$ cat src/rtl/acq_pkg.sv
package acq_pkg;
  typedef enum logic [2:0] {
    ST_IDLE,
    ST_DWELL_A1,
    ST_DWELL_A2,
    ST_DECIDE,
    ST_VERIFY,
    ST_TRACK
  } acq_state_e;

  localparam int unsigned N_ANT = 2;
  localparam logic ANT_A1 = 1'b0;
  localparam logic ANT_A2 = 1'b1;
endpackage

$ cat src/rtl/acq_dwell_cnt.sv
module acq_dwell_cnt #(
  parameter int unsigned SYMS = 16
) (
  input  logic clk_i,
  input  logic rst_ni,
  input  logic en_i,
  input  logic stb_i,
  output logic last_o
);
  localparam int unsigned CW = (SYMS > 1) ? $clog2(SYMS) : 1;
  localparam logic [CW-1:0] CNT_LAST = CW'(SYMS - 1);

  logic [CW-1:0] cnt_q;

  assign last_o = en_i && stb_i && (cnt_q == CNT_LAST);

  always_ff @(posedge clk_i or negedge rst_ni) begin
    if (!rst_ni)       cnt_q <= '0;
    else if (!en_i)    cnt_q <= '0;
    else if (stb_i)    cnt_q <= (cnt_q == CNT_LAST) ? '0 : cnt_q + 1'b1;
  end

  p_hold_no_stb_r2: assert property (@(posedge clk_i) disable iff (!rst_ni)
    (en_i && !stb_i) |=> $stable(cnt_q));
  p_wrap_after_last_r2: assert property (@(posedge clk_i) disable iff (!rst_ni)
    last_o |=> (cnt_q == '0));
endmodule

$ cat src/rtl/acq_ant_rec.sv
module acq_ant_rec
  import acq_pkg::*;
#(
  parameter int unsigned QW = 16,
  parameter int unsigned TW = 5,
  parameter int unsigned FW = 12
) (
  input  logic                       clk_i,
  input  logic                       rst_ni,
  input  logic [N_ANT-1:0]           cap_i,
  input  logic [QW-1:0]              q_i,
  input  logic                       ok_i,
  input  logic [TW-1:0]              tim_i,
  input  logic [FW-1:0]              frq_i,
  output logic [N_ANT-1:0][QW-1:0]   q_o,
  output logic [N_ANT-1:0]           ok_o,
  output logic [N_ANT-1:0][TW-1:0]   tim_o,
  output logic [N_ANT-1:0][FW-1:0]   frq_o
);
  for (genvar a = 0; a < N_ANT; a++) begin : g_ant
    always_ff @(posedge clk_i or negedge rst_ni) begin
      if (!rst_ni) begin
        q_o[a]   <= '0;
        ok_o[a]  <= 1'b0;
        tim_o[a] <= '0;
        frq_o[a] <= '0;
      end else if (cap_i[a]) begin
        q_o[a]   <= q_i;
        ok_o[a]  <= ok_i;
        tim_o[a] <= tim_i;
        frq_o[a] <= frq_i;
      end
    end
  end

  p_one_cap_r2: assert property (@(posedge clk_i) disable iff (!rst_ni)
    $countones(cap_i) <= 1);
endmodule

$ cat src/rtl/acq_pick.sv
module acq_pick
  import acq_pkg::*;
#(
  parameter int unsigned QW = 16
) (
  input  logic                     single_i,
  input  logic [N_ANT-1:0]         ok_i,
  input  logic [N_ANT-1:0][QW-1:0] q_i,
  output logic                     found_o,
  output logic                     pick_o
);
  logic a2_live;

  always_comb begin
    a2_live = !single_i && ok_i[ANT_A2];
    found_o = ok_i[ANT_A1] || a2_live;
    // strict compare: a tie goes to A1
    if (a2_live && (!ok_i[ANT_A1] || (q_i[ANT_A2] > q_i[ANT_A1]))) pick_o = ANT_A2;
    else                                                           pick_o = ANT_A1;
  end
endmodule

$ cat src/rtl/acq_dwell_ctrl.sv
module acq_dwell_ctrl
  import acq_pkg::*;
#(
  parameter int unsigned SYMS = 16,
  parameter int unsigned QW   = 16,
  parameter int unsigned TW   = 5,
  parameter int unsigned FW   = 12
) (
  input  logic          clk_i,
  input  logic          rst_ni,
  input  logic          start_i,
  input  logic          single_ant_i,
  input  logic          sym_stb_i,
  input  logic [QW-1:0] sq_level_i,
  input  logic          sq1_ok_i,
  input  logic          sq2_ok_i,
  input  logic [TW-1:0] sym_timing_i,
  input  logic [FW-1:0] freq_est_i,
  output logic          ant_sel_o,
  output logic          nco_en_o,
  output logic          coherent_o,
  output logic          acq_fail_o,
  output logic          lock_ant_o,
  output logic [TW-1:0] timing_o,
  output logic [FW-1:0] freq_o
);
  acq_state_e state_q, state_d;

  logic                     dwell_en, dwell_last, both_ok;
  logic [N_ANT-1:0]         cap;
  logic [N_ANT-1:0][QW-1:0] rec_q;
  logic [N_ANT-1:0]         rec_ok;
  logic [N_ANT-1:0][TW-1:0] rec_tim;
  logic [N_ANT-1:0][FW-1:0] rec_frq;
  logic                     found, pick;
  logic                     ant_q, ant_d, lock_q, fail_q;
  logic [TW-1:0]            tim_q;
  logic [FW-1:0]            frq_q;

  assign dwell_en = (state_q == ST_DWELL_A1) || (state_q == ST_DWELL_A2) ||
                    (state_q == ST_VERIFY);
  assign both_ok  = sq1_ok_i && sq2_ok_i;
  assign cap[ANT_A1] = (state_q == ST_DWELL_A1) && dwell_last;
  assign cap[ANT_A2] = (state_q == ST_DWELL_A2) && dwell_last;

  acq_dwell_cnt #(.SYMS(SYMS)) u_cnt (
    .clk_i (clk_i),
    .rst_ni(rst_ni),
    .en_i  (dwell_en),
    .stb_i (sym_stb_i),
    .last_o(dwell_last)
  );

  acq_ant_rec #(.QW(QW), .TW(TW), .FW(FW)) u_rec (
    .clk_i (clk_i),
    .rst_ni(rst_ni),
    .cap_i (cap),
    .q_i   (sq_level_i),
    .ok_i  (both_ok),
    .tim_i (sym_timing_i),
    .frq_i (freq_est_i),
    .q_o   (rec_q),
    .ok_o  (rec_ok),
    .tim_o (rec_tim),
    .frq_o (rec_frq)
  );

  acq_pick #(.QW(QW)) u_pick (
    .single_i(single_ant_i),
    .ok_i    (rec_ok),
    .q_i     (rec_q),
    .found_o (found),
    .pick_o  (pick)
  );

  always_comb begin
    state_d = state_q;
    unique case (state_q)
      ST_IDLE:     if (start_i) state_d = ST_DWELL_A1;
      ST_DWELL_A1: if (dwell_last) state_d = single_ant_i ? ST_DECIDE : ST_DWELL_A2;
      ST_DWELL_A2: if (dwell_last) state_d = ST_DECIDE;
      ST_DECIDE: begin
        if (!found)            state_d = ST_DWELL_A1;
        else if (single_ant_i) state_d = ST_VERIFY;
        else                   state_d = ST_TRACK;
      end
      ST_VERIFY:   if (dwell_last) state_d = both_ok ? ST_TRACK : ST_DWELL_A1;
      ST_TRACK:    state_d = ST_TRACK;
      default:     state_d = ST_IDLE;
    endcase
  end

  always_comb begin
    ant_d = ant_q;
    if (state_d == ST_DWELL_A1 || state_d == ST_IDLE) ant_d = ANT_A1;
    else if (state_d == ST_DWELL_A2)                  ant_d = ANT_A2;
    else if (state_q == ST_DECIDE && found)           ant_d = pick;
  end

  always_ff @(posedge clk_i or negedge rst_ni) begin
    if (!rst_ni) begin
      state_q <= ST_IDLE;
      ant_q   <= ANT_A1;
      lock_q  <= ANT_A1;
      tim_q   <= '0;
      frq_q   <= '0;
      fail_q  <= 1'b0;
    end else begin
      state_q <= state_d;
      ant_q   <= ant_d;
      fail_q  <= (state_q == ST_VERIFY) && dwell_last && !both_ok;
      if (state_q == ST_DECIDE && found) begin
        lock_q <= pick;
        tim_q  <= rec_tim[pick];
        frq_q  <= rec_frq[pick];
      end
    end
  end

  assign ant_sel_o  = ant_q;
  assign nco_en_o   = (state_q == ST_TRACK);
  assign coherent_o = (state_q == ST_TRACK);
  assign acq_fail_o = fail_q;
  assign lock_ant_o = lock_q;
  assign timing_o   = tim_q;
  assign freq_o     = frq_q;

  p_decide_once_r3: assert property (@(posedge clk_i) disable iff (!rst_ni)
    (state_q == ST_DECIDE) |=> (state_q != ST_DECIDE));
  p_no_find_rescan_r4: assert property (@(posedge clk_i) disable iff (!rst_ni)
    (state_q == ST_DECIDE && !rec_ok[ANT_A1] && !rec_ok[ANT_A2]) |=> (state_q == ST_DWELL_A1));
  p_single_skip_a2_r7: assert property (@(posedge clk_i) disable iff (!rst_ni)
    (state_q == ST_DWELL_A1 && single_ant_i && dwell_last) |=> (state_q == ST_DECIDE));
  p_fail_pulse_r8: assert property (@(posedge clk_i) disable iff (!rst_ni)
    acq_fail_o |=> !acq_fail_o);
  p_fail_rescan_r8: assert property (@(posedge clk_i) disable iff (!rst_ni)
    acq_fail_o |-> (state_q == ST_DWELL_A1 && !ant_sel_o));
  p_track_frozen_r9: assert property (@(posedge clk_i) disable iff (!rst_ni)
    (state_q == ST_TRACK) |=> (state_q == ST_TRACK && $stable(ant_sel_o) &&
                               $stable(timing_o) && $stable(freq_o)));
endmodule

$ cat config.mk
export PLATFORM = sky130hd
export DESIGN_NAME = acq_dwell_ctrl
export DESIGN_NICKNAME = d
export VERILOG_FILES = /design/src/rtl/acq_pkg.sv /design/src/rtl/acq_dwell_cnt.sv /design/src/rtl/acq_ant_rec.sv /design/src/rtl/acq_pick.sv /design/src/rtl/acq_dwell_ctrl.sv
export SDC_FILE = /design/constraint.sdc
export NUM_CORES = 1
export LEC_CHECK = 0
export BUFFER_PORTS_ARGS = -buffer_cell sky130_fd_sc_hd__buf_2
export CORE_MARGIN = 2
export CORE_UTILIZATION = 50
export DETAILED_ROUTE_END_ITERATION = 12
export PLACE_DENSITY = 0.73
export SETUP_SLACK_MARGIN = 0.1
export SLEW_MARGIN = 5
export SYNTH_ARGS = -nofsm -noshare
export SYNTH_HDL_FRONTEND = slang
export SYNTH_HIERARCHICAL = 1
export SYNTH_SLANG_ARGS = --single-unit
$ cat constraint.sdc
create_clock -name clk_i -period 2.9 [get_ports clk_i]
set_clock_uncertainty 0.1 [all_clocks]
set_input_delay 0.435 -clock clk_i [delete_from_list [all_inputs] [get_ports clk_i]]
set_output_delay 0.435 -clock clk_i [all_outputs]
set_load 0.05 [all_outputs]
# After elaboration in Yosys (flattened, before gate mapping)
# Cells that the tools add are included.
classes:
  n_mux: 20
  magnitude_cmp: 2
  add_sub_neg: 1
  n_reduce_logical: 21
  eq_ne: 9
ops:
  columns: ["operator", "n"]
  rows:
  - ["$mux 12", 2]
  - ["$mux 3", 6]
  - ["$pmux 3 s6", 1]
  - ["$gt 16x16->1", 1]
  - ["$mux 4", 3]
  - ["$logic_and 1x1->1", 10]
  - ["$mux 5", 2]
  - ["$eq 3x2->1 const B", 3]
  - ["$eq 3x1->1 const B", 2]
  - ["$eq 3x3->1 const B", 2]
  - ["$logic_not 3->1", 2]
  - ["$mux 1", 6]
  - ["$logic_or 1x1->1", 5]
  - ["$add 4x1->4 const B", 1]
  - ["$eq 4x4->1 const B", 1]
  - ["$logic_not 1->1", 3]
  - ["$reduce_bool 3->1", 1]
  - ["$lt 1x2->1 const B", 1]
  - ["$ne 2x2->1 const B", 1]
word_totals:
  out_inout_bits: 22
  register_bits: 95
  in_bits: 40

# Logic depth before layout (Yosys ltp)
logic_depth:
  word_depth: 10
  mapped_depth: 11

# By module
# Netlist, hierarchy kept.
modules_own_cells:
  columns: ["mod", "instances", "cells_each", "area_per_inst_um2"]
  rows:
  - ["acq_ant_rec", 1, 144, 2835.2]
  - ["acq_dwell_ctrl", 1, 116, 1153.6]
  - ["acq_pick", 1, 60, 440.4]
  - ["acq_dwell_cnt", 1, 22, 216.5]

# Worst setup path before layout
# Ideal clock, no wire load.
synth_path:
  path_kind: "reg-to-reg"
  start: "register u_rec/q_o[31] in the netlist's numbering"
  end: "register frq_q[0] (netlist: freq_o[0])"
  required_time_ps: 2667
  arrival_ps: 2102
  slack_ps: 565
  stages_incl_launch_ff: 10
  cell_sequence: "dfrtp_1 -> ha_1 -> nand4_2 -> nor4_2 -> a21boi_2 -> o31a_1 -> buf_4 -> buf_2 -> mux2i_1 -> o21ai_0"
synth_between:
  elab_chain_cells: 6
synth_lines:
  columns: ["item", "line_no", "rtl"]
  rows:
  - ["from (decl)", "acq_ant_rec.sv:15", "output logic [N_ANT-1:0][QW-1:0] q_o,"]
  - ["from (signal, indexed assignment)", "acq_ant_rec.sv:28", "q_o[a] <= q_i;"]
  - ["$gt 16x16->1", "acq_pick.sv:18", "if (a2_live && (!ok_i[ANT_A1] || (q_i[ANT_A2] > q_i[ANT_A1]))) pick_o = ANT_A2;"]
  - ["$logic_or 1x1->1", "acq_pick.sv:18", null]
  - ["$logic_and 1x1->1", "acq_pick.sv:18", null]
  - ["$mux 1", "acq_pick.sv:18", null]
  - ["named net pick", "acq_dwell_ctrl.sv:35", "logic found, pick;"]
  - ["$mux 12 (implied by the code) (2 in series)", "acq_dwell_ctrl.sv:115", "frq_q <= rec_frq[pick];"]
  - ["to (signal assigned)", "acq_dwell_ctrl.sv:115", null]
  - ["to (decl)", "acq_dwell_ctrl.sv:38", "logic [FW-1:0] frq_q;"]
# The timed path passes the listed nets, and every way through them passes these cells. The select of a mux whose other input is x is not followed.
# A chain may end at the register's enable or synchronous reset.

# Final worst setup path
layout_path:
  start: "register state_q[1]"
  end: "register u_rec/tim_o[9] in the netlist's numbering"
layout_between:
  elab_chain_cells: 6
  word_cells_on_any_way: 8
  classes_between: "3 x eq/ne; 5 x reduce/logical"
layout_lines:
  columns: ["item", "line_no", "rtl"]
  rows:
  - ["from (decl)", "acq_dwell_ctrl.sv:27", "acq_state_e state_q, state_d;"]
  - ["from (signal assigned)", "acq_dwell_ctrl.sv:109", "state_q <= state_d;"]
  - ["$eq 3x1->1 or $eq 3x2->1 (tied branches)", "acq_dwell_ctrl.sv:40", "assign dwell_en = (state_q == ST_DWELL_A1) || (state_q == ST_DWELL_A2) ||"]
  - ["$logic_or 1x1->1", "acq_dwell_ctrl.sv:40", null]
  - ["$logic_or 1x1->1 (*)", "acq_dwell_ctrl.sv:40", null]
  - ["named net dwell_en", "acq_dwell_ctrl.sv:29", "logic dwell_en, dwell_last, both_ok;"]
  - ["$logic_and 1x1->1 (*) (2 in series)", "acq_dwell_cnt.sv:15", "assign last_o = en_i && stb_i && (cnt_q == CNT_LAST);"]
  - ["named net dwell_last", "acq_dwell_ctrl.sv:29", null]
  - ["$logic_and 1x1->1 (*)", "acq_dwell_ctrl.sv:44", "assign cap[ANT_A2] = (state_q == ST_DWELL_A2) && dwell_last;"]
  - ["named net cap[1]", "acq_dwell_ctrl.sv:30", "logic [N_ANT-1:0] cap;"]
  - ["to (signal, indexed assignment)", "acq_ant_rec.sv:30", "tim_o[a] <= tim_i;"]
  - ["to (decl)", "acq_ant_rec.sv:17", "output logic [N_ANT-1:0][TW-1:0] tim_o,"]
# The timed path passes the listed nets; every way through them passes the cells marked *.

==> metrics.txt <==
# TYPE chip_impl_metric gauge
chip_impl_info{name="timing.hold.worst.class",value="primary input to flip-flop"} 1
chip_impl_metric{name="max_freq",unit="MHz"} 388.5
chip_impl_metric{name="cts.sinks",unit=""} 95
chip_impl_info{name="worstReg2RegEnd",value="u_rec/tim_o[9]$_DFFE_PN0P_"} 1
chip_impl_info{name="cts_tree",value="done"} 1
chip_impl_info{name="worst_path_cell_with_the_longest_stage_delay",value="sky130_fd_sc_hd__dfrtp_1"} 1
chip_impl_metric{name="path_max_fanout",unit=""} 26
chip_impl_metric{name="clk-insertion-delay-late",unit="ns"} 0.36
chip_impl_info{name="timing.rr.start",value="state_q[1]$_DFF_PN0_"} 1
chip_impl_metric{name="final.hold.worst_slack",unit="ns"} 0.2083
chip_impl_info{name="critical_path.cell_chain",value="xnor2_1 -> o21ai_0 -> nand3_1 -> nor2_1 -> nand2_1 -> nor3_2 -> buf_12 -> mux2_2"} 1
chip_impl_metric{name="worstRegToRegCells",unit=""} 8
chip_impl_metric{name="portion_of_the_post_synthesis_area_used_by_sequential_elements",unit=""} 0.5117
chip_impl_metric{name="leakage",unit="uW"} 0.002544
chip_impl_metric{name="cts_inserted_buffers",unit=""} 9
chip_impl_metric{name="post_synth.cell_area_avg",unit="um^2"} 13.58
chip_impl_info{name="synth-main-ff-cell",value="sky130_fd_sc_hd__dfrtp_1"} 1
chip_impl_metric{name="pin_count_of_the_biggest_net_entering_global_routing",unit=""} 59
chip_impl_info{name="clockRootBuffer",value="sky130_fd_sc_hd__clkbuf_8"} 1
chip_impl_metric{name="post_drt_via_cell_ratio",unit=""} 5.144
chip_impl_metric{name="worst_ir_drop_vdd",unit="mV"} 0.3064
chip_impl_metric{name="clk_pin_slew",unit="ns"} 0.10
chip_impl_metric{name="min_period",unit="ns"} 2.574
chip_impl_metric{name="fin_util",unit=""} 0.5734
chip_impl_metric{name="slew_margin_rel",unit=""} 0.6720
chip_impl_metric{name="wl_per_cell",unit="um"} 15.18
chip_impl_metric{name="synthCells",unit=""} 342
chip_impl_metric{name="reg2reg_setup_slack",unit="ns"} 0.33
chip_impl_metric{name="die-area",unit="mm^2"} 0.01008
chip_impl_metric{name="synth_async_sr_flop_share",unit=""} 1.000
chip_impl_metric{name="timing.final.max_slew_violations",unit=""} 0
chip_impl_metric{name="mappedNetlistArea",unit="mm^2"} 0.004646
chip_impl_metric{name="finalHoldViolations",unit=""} 0
chip_impl_metric{name="grt_antenna_before_repair",unit=""} 0
chip_impl_metric{name="antenna_cells_inserted",unit=""} 0
chip_impl_metric{name="final_net_count",unit=""} 463
chip_impl_metric{name="ys_warn_count",unit=""} 6
chip_impl_info{name="worstSetupStartpointType",value="flip-flop"} 1
chip_impl_metric{name="initial_utilization",unit=""} 0.5100
chip_impl_metric{name="grt_overflow",unit=""} 0
chip_impl_metric{name="synth.lib_cells_used.distinct",unit=""} 45
chip_impl_metric{name="hpwl",unit="um"} 5518
chip_impl_metric{name="synth-edff-count",unit=""} 0
chip_impl_metric{name="power_per_cell_area",unit="mW/mm^2"} 616.3
chip_impl_metric{name="firstDrtPassIters",unit=""} 4
chip_impl_metric{name="clock_tree.buffer_depth",unit=""} 2
chip_impl_metric{name="grt_first_pass_wirelength",unit="um"} 13340
chip_impl_metric{name="grt_pass1_vias",unit=""} 2784
chip_impl_metric{name="finalInstanceArea",unit="mm^2"} 0.005223
chip_impl_metric{name="drc_violation_total_after_the_first_tritonroute_iteration",unit=""} 68
chip_impl_info{name="timing.setup.critical_path_class",value="flip-flop to flip-flop"} 1
chip_impl_metric{name="routed-via-count",unit=""} 2685
chip_impl_metric{name="transition_time_of_the_tightest_slew_check_pin",unit="ns"} 0.4919
chip_impl_metric{name="drtAntennaViolNets",unit=""} 0
chip_impl_info{name="grt_setup_unrepaired",value="no"} 1
chip_impl_metric{name="fin_setup_tns",unit="ns"} 0
chip_impl_metric{name="core.rowCount",unit=""} 35
chip_impl_metric{name="core_area",unit="mm^2"} 0.009109
chip_impl_metric{name="area_growth_syn_to_layout",unit="%"} 12.42
chip_impl_metric{name="placement.io_buffers",unit=""} 61
chip_impl_metric{name="timing.critical_path.slowest_cell_delay",unit="ns"} 0.46
chip_impl_metric{name="timing.critical_path.required",unit="ns"} 3.05
chip_impl_metric{name="remaining_drcs",unit=""} 0
chip_impl_info{name="critical_path.startpoint",value="state_q[1]$_DFF_PN0_"} 1
chip_impl_metric{name="max_cap_violations",unit=""} 0
chip_impl_metric{name="drive_gt1_frac",unit=""} 0.4015
chip_impl_metric{name="die_y",unit="um"} 100.4
chip_impl_info{name="setup.worst_path.end",value="u_rec/tim_o[9]$_DFFE_PN0P_"} 1
chip_impl_metric{name="postPlaceCellArea",unit="mm^2"} 0.005015
chip_impl_metric{name="num_io_pins",unit=""} 62
chip_impl_metric{name="hold-path-cell-count",unit=""} 2
chip_impl_metric{name="cts.htree.levels",unit=""} 3
chip_impl_metric{name="final.period_utilization",unit=""} 0.8876
chip_impl_metric{name="routed_wirelength",unit="um"} 7924
chip_impl_metric{name="post-cts-setup-buffers",unit=""} 0
chip_impl_metric{name="worst_ep_arrival_time",unit="ns"} 2.72
chip_impl_info{name="setup.worst_path.end_class",value="flip-flop"} 1
chip_impl_metric{name="die_w",unit="um"} 100.4
chip_impl_metric{name="groute.usage.overall",unit=""} 0.1695
chip_impl_metric{name="setup_violations",unit=""} 0
chip_impl_metric{name="syn-num-nets",unit=""} 399
chip_impl_metric{name="ys_seq_elements",unit=""} 95
chip_impl_info{name="result_of_the_run",value="finished, final reports clean"} 1
chip_impl_metric{name="design_power_total",unit="uW"} 3218
chip_impl_metric{name="routabilityCongestion",unit=""} 0.8929
[sequential cells by signal, summed over array words and instances (netlist names)]
register / flops
lock_ant_o: 1
timing_o: 5
freq_o: 12
state_q: 3
ant_sel_o: 1
u_cnt/cnt_q: 4
acq_fail_o: 1
u_rec/ok_o: 2
u_rec/q_o: 32
u_rec/tim_o: 10
u_rec/frq_o: 24
[where the power goes]
part           switching, uW  internal [uW]  total [uW]
Sequential               121           1500        1620
Clock                    494            359         853
Combinational            314            430         744
[cells in the mapped netlist, drive strengths merged (2+ instances only)]
cell type,count,area share
a211oi,2,0.0032
a21boi,3,0.0057
a21o,2,0.0035
a21oi,9,0.011
a31oi,2,0.0027
and2,2,0.0027
buf,15,0.041
dfrtp,95,0.51
ha,17,0.046
inv,21,0.017
mux2,68,0.21
mux2i,19,0.041
nand2,30,0.025
nand2b,5,0.0067
nand3,4,0.0043
nand3b,2,0.0032
nand4,2,0.0040
nor2,4,0.0032
nor2b,2,0.0027
nor3,3,0.0032
o21ai,21,0.023
xnor2,2,0.0038
[critical path: cells and delay by family (launching register included)]
kind            cells  cell delay (ns)
simple gates        4             0.74
buf+inv             1             0.27
mux                 1             0.36
flops               1             0.46
compound gates      1             0.37
xor+xnor            1             0.15
[routing by layer]
layer	global-route usage	wire length [um]	vias to the layer above
met1	0.2323	3818	1315
met5	0	0	-
li1	-	-	1313
met4	0.07376	167	0
met3	0.03552	243	12
met2	0.2617	3695	45
[placed cells by master (no fill, tap or decap), types with 2 or more instances in the layout]
cell type	count
sky130_fd_sc_hd__nand3_1	4
sky130_fd_sc_hd__a211oi_1	2
sky130_fd_sc_hd__clkinv_4	2
sky130_fd_sc_hd__inv_1	19
sky130_fd_sc_hd__xnor2_1	2
sky130_fd_sc_hd__nor3_1	2
sky130_fd_sc_hd__nand3b_1	2
sky130_fd_sc_hd__nand2b_1	5
sky130_fd_sc_hd__nor2b_1	2
sky130_fd_sc_hd__dfrtp_1	95
sky130_fd_sc_hd__nor2_1	3
sky130_fd_sc_hd__mux2_2	8
sky130_fd_sc_hd__clkbuf_8	10
sky130_fd_sc_hd__ha_1	17
sky130_fd_sc_hd__mux2_4	60
sky130_fd_sc_hd__buf_12	4
sky130_fd_sc_hd__buf_4	4
sky130_fd_sc_hd__o21ai_0	21
sky130_fd_sc_hd__nand2_1	29
sky130_fd_sc_hd__buf_2	60
sky130_fd_sc_hd__a31oi_1	2
sky130_fd_sc_hd__a21oi_1	8
sky130_fd_sc_hd__and2_1	2
sky130_fd_sc_hd__inv_2	2
sky130_fd_sc_hd__mux2i_1	19
sky130_fd_sc_hd__inv_8	3
[how the worst min path moves through the flow]
stage	from	to	slack, ns
after global routing	freq_est_i[5]	u_rec/frq_o[5]$_DFFE_PN0P_	0.18
after floorplan	rst_ni	acq_fail_o$_DFF_PN0_	0.04
after CTS	freq_est_i[4]	u_rec/frq_o[4]$_DFFE_PN0P_	0.19
final	freq_est_i[6]	u_rec/frq_o[6]$_DFFE_PN0P_	0.21
after detailed placement	rst_ni	acq_fail_o$_DFF_PN0_	0.33
after global placement	rst_ni	acq_fail_o$_DFF_PN0_	0.34
[layout make-up]
| type | count | area, um^2 |
|---|---|---|
| fillers | 746 | 3886 |
| multi-input cells | 210 | 2009 |
| clock buffers | 10 | 137.6 |
| well taps | 111 | 138.9 |
| repair buffers | 69 | 420.4 |
| clock inverters | 6 | 60.06 |
| flip-flops and latches | 95 | 2377 |
| inverters | 21 | 78.83 |
[timing repair]
action | in CTS | in global routing
resized for setup | 0 | 0
endpoints found under the hold margin | 37 | 0
setup endpoints to repair | 0 | 0
hold buffers | 1 | 0
[stage by stage]
step / setup slack, ns / std cells
3_3_place_gp: 0.4326 / 505
3_5_place_dp: 0.3452 / 505
4_1_cts: 0.3226 / 522
6_report: 0.3260 / 522
2_1_floorplan: 0.5648 / 342
5_1_grt: 0.1489 / 522
[logic make-up after synthesis]
family,count (synthesis),share of synthesized area
flops,95,0.5117
mux,87,0.2542
simple gates,59,0.06544
compound gates,45,0.06060
buf+inv,37,0.05844
fa+ha+maj,17,0.04578
xor+xnor,2,0.003771
Note: power is estimated with default switching activity, not from simulation.
